===== src/rtl/agu_pkg.sv =====
package agu_pkg;
   localparam int MODE_W = 3;
   localparam logic [MODE_W-1:0] PM_KEEP = 3'd0;
   localparam logic [MODE_W-1:0] PM_INC2 = 3'd1;
   localparam logic [MODE_W-1:0] PM_DEC2 = 3'd2;
   localparam logic [MODE_W-1:0] PM_ADDQ = 3'd3;
   localparam logic [MODE_W-1:0] PM_SUBQ = 3'd4;
endpackage


===== src/rtl/agu_postmod.sv =====
module agu_postmod #(
   parameter int AW   = 16,
   parameter int STEP = 2
) (
   input  logic [AW-1:0]              ptr,
   input  logic [agu_pkg::MODE_W-1:0] mode,
   input  logic [AW-1:0]              ofs,
   output logic [AW-1:0]              fwd,
   output logic [AW-1:0]              rev
);
   import agu_pkg::*;
   localparam logic [AW-1:0] STEP_V = AW'(STEP);

   always_comb begin
      case (mode)
         PM_INC2: begin fwd = ptr + STEP_V; rev = ptr - STEP_V; end
         PM_DEC2: begin fwd = ptr - STEP_V; rev = ptr + STEP_V; end
         PM_ADDQ: begin fwd = ptr + ofs;    rev = ptr - ofs;    end
         PM_SUBQ: begin fwd = ptr - ofs;    rev = ptr + ofs;    end
         default: begin fwd = ptr;          rev = ptr;          end
      endcase
   end
endmodule


===== src/rtl/agu_window.sv =====
module agu_window #(
   parameter int AW        = 16,
   parameter int RAM_BASE  = 'hF600,
   parameter int RAM_BYTES = 1024
) (
   input  logic [AW-1:0] addr,
   output logic          outside
);
   localparam logic [AW:0] LO = (AW+1)'(RAM_BASE);
   localparam logic [AW:0] HI = (AW+1)'(RAM_BASE + RAM_BYTES);

   generate
      if (RAM_BASE == 0 && RAM_BYTES == (1 << AW)) begin : g_full
         assign outside = 1'b0;
      end else begin : g_range
         logic [AW:0] a_ext;
         assign a_ext   = {1'b0, addr};
         assign outside = (a_ext < LO) || (a_ext >= HI);
      end
   endgenerate
endmodule


===== src/rtl/agu_dual_ptr.sv =====
module agu_dual_ptr #(
   parameter int AW        = 16,
   parameter int STEP      = 2,
   parameter int RAM_BASE  = 'hF600,
   parameter int RAM_BYTES = 1024
) (
   input  logic          clk,
   input  logic          rst_n,
   input  logic          start,
   input  logic          pmove,
   input  logic [AW-1:0] idx_ptr,
   input  logic [2:0]    idx_mode,
   input  logic          idx_qsel,
   input  logic [AW-1:0] gpr_ptr,
   input  logic [2:0]    gpr_mode,
   input  logic          gpr_qsel,
   input  logic [AW-1:0] qx0,
   input  logic [AW-1:0] qx1,
   input  logic [AW-1:0] qr0,
   input  logic [AW-1:0] qr1,
   output logic          dec_valid,
   output logic [AW-1:0] idx_addr,
   output logic [AW-1:0] gpr_addr,
   output logic [AW-1:0] idx_next,
   output logic          wb_valid,
   output logic [AW-1:0] wb_addr,
   output logic          idx_err,
   output logic          gpr_upd_valid,
   output logic [AW-1:0] gpr_next
);
   initial begin
      assert (AW >= 4) else $error("agu_dual_ptr: AW too small");
      assert (RAM_BYTES > 0) else $error("agu_dual_ptr: empty RAM window");
      assert (RAM_BASE + RAM_BYTES <= (1 << AW))
         else $error("agu_dual_ptr: RAM window beyond address space");
      assert (STEP > 0 && STEP < (1 << AW)) else $error("agu_dual_ptr: bad STEP");
   end

   logic [AW-1:0] qx_sel, qr_sel;
   logic [AW-1:0] idx_fwd, idx_rev, gpr_fwd, gpr_rev_unused;
   logic          out_of_win;
   logic [AW-1:0] gpr_nx_d;

   assign qx_sel = idx_qsel ? qx1 : qx0;
   assign qr_sel = gpr_qsel ? qr1 : qr0;

   agu_postmod #(.AW(AW), .STEP(STEP)) u_idx_mod (
      .ptr(idx_ptr), .mode(idx_mode), .ofs(qx_sel),
      .fwd(idx_fwd), .rev(idx_rev)
   );

   agu_postmod #(.AW(AW), .STEP(STEP)) u_gpr_mod (
      .ptr(gpr_ptr), .mode(gpr_mode), .ofs(qr_sel),
      .fwd(gpr_fwd), .rev(gpr_rev_unused)
   );

   agu_window #(.AW(AW), .RAM_BASE(RAM_BASE), .RAM_BYTES(RAM_BYTES)) u_win (
      .addr(idx_ptr), .outside(out_of_win)
   );

   // decode slot
   always_ff @(posedge clk) begin
      if (!rst_n) begin
         dec_valid <= 1'b0;
         wb_valid  <= 1'b0;
         idx_err   <= 1'b0;
         idx_addr  <= '0;
         gpr_addr  <= '0;
         idx_next  <= '0;
         wb_addr   <= '0;
         gpr_nx_d  <= '0;
      end else begin
         dec_valid <= start;
         wb_valid  <= start & pmove;
         idx_err   <= start & out_of_win;
         if (start) begin
            idx_addr <= idx_ptr;
            gpr_addr <= gpr_ptr;
            idx_next <= idx_fwd;
            wb_addr  <= idx_rev;
            gpr_nx_d <= gpr_fwd;
         end
      end
   end

   // execute slot: general-register pointer write-back
   always_ff @(posedge clk) begin
      if (!rst_n) begin
         gpr_upd_valid <= 1'b0;
         gpr_next      <= '0;
      end else begin
         gpr_upd_valid <= dec_valid;
         if (dec_valid) gpr_next <= gpr_nx_d;
      end
   end

   logic unused_ok;
   assign unused_ok = ^gpr_rev_unused;
endmodule


===== config.mk =====
export PLATFORM = sky130hd
export DESIGN_NAME = agu_dual_ptr
export DESIGN_NICKNAME = d
export VERILOG_FILES = /design/src/rtl/agu_pkg.sv /design/src/rtl/agu_postmod.sv /design/src/rtl/agu_window.sv /design/src/rtl/agu_dual_ptr.sv
export SDC_FILE = /design/constraint.sdc
export NUM_CORES = 1
export LEC_CHECK = 0
export BUFFER_PORTS_ARGS = -buffer_cell sky130_fd_sc_hd__buf_2
export CORE_UTILIZATION = 25
export CTS_CLUSTER_DIAMETER = 60
export DETAILED_ROUTE_END_ITERATION = 7
export SKIP_CTS_REPAIR_TIMING = 1
export SLEW_MARGIN = 15
export SYNTH_ARGS = -nofsm -noshare
export SYNTH_HDL_FRONTEND = slang
export SYNTH_SLANG_ARGS = --single-unit
export TNS_END_PERCENT = 100

===== constraint.sdc =====
create_clock -name clk -period 4.18 [get_ports clk]
set_input_delay 0.209 -clock clk [delete_from_list [all_inputs] [get_ports clk]]
set_output_delay 0.209 -clock clk [all_outputs]
set_load 0.005 [all_outputs]

==> out/results.tsv <==
metric	value	unit
synthCells	1118	
seq_area	0.00198	sq mm
path_buf_inv	1	
critical_path.max_fanout	32	
synth-seq-area-share	22.4	%
clock-skew-final	8.12	ps
synthesis.nets	1292	
avgSynthCellArea	7.92	sq um
crit_path_start_kind	primary input	
drv_cap	0	
worst_ep_required_time	4470	ps
track_usage	16.4	%
slew_viol_final	0	
grt_overflow_total	0	
pin_count	192	
hpwl	23200	microns
clk_latency	360	ps
reg2reg_from	gpr_nx_d[15]$_SDFFE_PN0P_	
diodes	0	
multi_input_area	0.00641	sq mm
die_y	190	microns
powerDensity	288	mW/mm^2
drive_gt1_share	18.9	%
drt-wirelength-per-cell	17.7	microns
p_leak	4.53	nW
rows	68	
synthFlopType	dfxtp_1	
cts_max_path_buffers	2	
hold_violations	0	
worstPathCellList	buf_2, or4b_4, o22ai_1, a21oi_1, xnor2_1, ha_1, a2111oi_0, a211oi_1, o211ai_1, a21oi_1, or3_1, o211ai_1	
synth_edf_count	0	
synth_cell_types	79	
cp.arrival	3690	ps
synth_top_area_share	22.4	%
cts_tree	built	
outcome	finished, final reports clean	
nets	1433	
syn_area	0.00885	sq mm
start_util	25.5	%
hold_end	wb_valid$_SDFF_PN0_	
io_buffers	191	
detail-route-antenna-nets	0	
critical_path_class	in -> reg	
fin_crit_sh	81.5	%
drc	0	
grt_pass1_vias	8225	
htree_num_levels	3	
cp_slowest_cell	a2111oi_0	
r2r_end	gpr_nx_d[15]$_SDFFE_PN0P_	
r2r_cells	5	
cts-root-buf	clkbuf_16	
worstMarginPinSlew	1080	ps
cts_buffers	9	
synth_top_cell_by_area	dfxtp_1	
hold_path_startpoint	pmove	
grt_first_pass_wirelength	46500	microns
yosysWarningCount	0	
setup_viol	0	
grt_max_degree	66	
antenna_found_initial	0	
crit_family	compound AO/OA/AOI/OAI gates	
path_clk_slew	80	ps
area_delta_synth_final	18.2	%
worstHoldPathType	in -> reg	
drt_iter0_markers	449	
fp.coreArea	0.0347	sq mm
async_flop_share	0	%
die_w	190	microns
gp_congestion	0.904	
min_delay_path_depth	2	
routed_wl	30400	microns
end_kind	flip-flop	
via_per_inst	5.15	
synth-seq-cells	99	
max_slew_margin	27.7	%
cts.sinks	99	
grt_setup_unrepaired	false	
vias	8848	
fmax	293	MHz
fill_cells	3765	
slowest_delay	570	ps
total_power	0.00302	W
final_common_cell	buf_2	
r2r_slack	3020	ps
fin_setup_tns	0	ps
firstDrtPassIters	6	
mostFrequentLayoutCells	190 x buf_2, 99 x dfxtp_1, 91 x a21oi_1, 87 x o21ai_0, 86 x mux2i_1	
layout_min_cycle_time	3410	ps
dieArea	0.0362	sq mm
ir_drop	196	uV
synthTopCellsByArea	dfxtp_1 22%, mux2i_1 9.7%, ha_1 8.8%	
## cells in the mapped netlist, types with 3 or more instances
library cell / number
a221o_1: 12
xnor2_1: 49
mux2_2: 3
nor3_1: 28
o21ai_0: 87
a31oi_1: 17
nor3b_1: 8
o211ai_1: 10
o211a_1: 4
nor4_1: 4
nor2_1: 62
buf_1: 3
nand3b_1: 3
a21o_1: 17
clkbuf_1: 57
o21bai_1: 7
nand2b_1: 10
nand4_1: 6
mux2i_1: 86
nand3_1: 20
a22oi_1: 9
and2_1: 10
a221oi_1: 28
o31ai_1: 5
fa_1: 4
o32ai_1: 3
o21a_1: 9
a211o_1: 5
inv_1: 42
o21ai_1: 19
ha_1: 62
o22ai_1: 10
a211oi_1: 11
o221ai_1: 6
nor2b_1: 58
buf_2: 12
a21oi_1: 91
xor2_1: 21
dfxtp_1: 99
or3_1: 8
and3_1: 7
o31a_1: 3
nand2_1: 60
## layer usage
metal / vias to the layer above / track usage [%] / share of wire (%)
met2: 311 / 28.5 / 48
met5: - / 0 / 0
met1: 4115 / 21.5 / 45
met4: 0 / 3.75 / 1.3
met3: 23 / 2.10 / 5.5
li1: 4399 / - / -
## power by group
| group | leakage (nW) | total (W) | switching, W | internal (W) |
|---|---|---|---|---|
| logic | 3.58 | 0.00114 | 0.000672 | 0.000465 |
| registers | 0.818 | 0.00104 | 0.0000347 | 0.00101 |
| clock network | 0.133 | 0.000835 | 0.000425 | 0.000409 |
| total | 4.53 | 0.00302 | 0.00113 | 0.00188 |
## flip-flops by register name, summed over array words and instances, names as in the netlist
signal,count
dec_valid,1
gpr_addr,16
wb_valid,1
gpr_next,16
gpr_nx_d,16
idx_addr,16
gpr_upd_valid,1
wb_addr,15
idx_next,16
idx_err,1
## final cells by class
class                      count  area share (%)
clock buffer                   9            2.15
clock inverter                 7           0.490
multi-input combinational    900            61.3
timing repair buffer         204            10.1
inverter                      45            1.61
tap                          455            5.44
sequential                    99            18.9
## kinds of logic after synthesis
kind of cell	Yosys count	share of synthesized area, %
compound gates	378	28.1
simple gates	297	17.5
buf+inv	119	5.34
flops	99	22.4
mux	89	10.1
xor+xnor	70	6.92
fa+ha+maj	66	9.67
## how the worst max path moves through the flow
stage                     startpoint                        end  slack [ps]  depth (start not counted)
after floorplan             gpr_qsel  gpr_nx_d[15]$_SDFFE_PN0P_         650                         14
after global placement      gpr_qsel  gpr_nx_d[15]$_SDFFE_PN0P_         490                         12
after detailed placement    gpr_qsel  gpr_nx_d[15]$_SDFFE_PN0P_         480                         12
after CTS                   gpr_qsel  gpr_nx_d[15]$_SDFFE_PN0P_         840                         12
after global routing        gpr_qsel  gpr_nx_d[15]$_SDFFE_PN0P_         460                         12
final                       gpr_qsel  gpr_nx_d[15]$_SDFFE_PN0P_         770                         12
## through the flow
step / setup WS [ps] / instances / area [sq um] / util [%] / hold slack, ps
6_report: 773 / 1719 / 10500 / 30.1 / 81.7
5_1_grt: 457 / 1719 / 10500 / 30.1 / 63.4
4_1_cts: 838 / 1719 / 10500 / 30.1 / 64.4
3_5_place_dp: 477 / 1703 / 10200 / 29.3 / 452
3_3_place_gp: 489 / 1703 / 10200 / 29.3 / 449
2_1_floorplan: 648 / 1118 / 8850 / - / 362
Power figures use the tool's default switching activity.
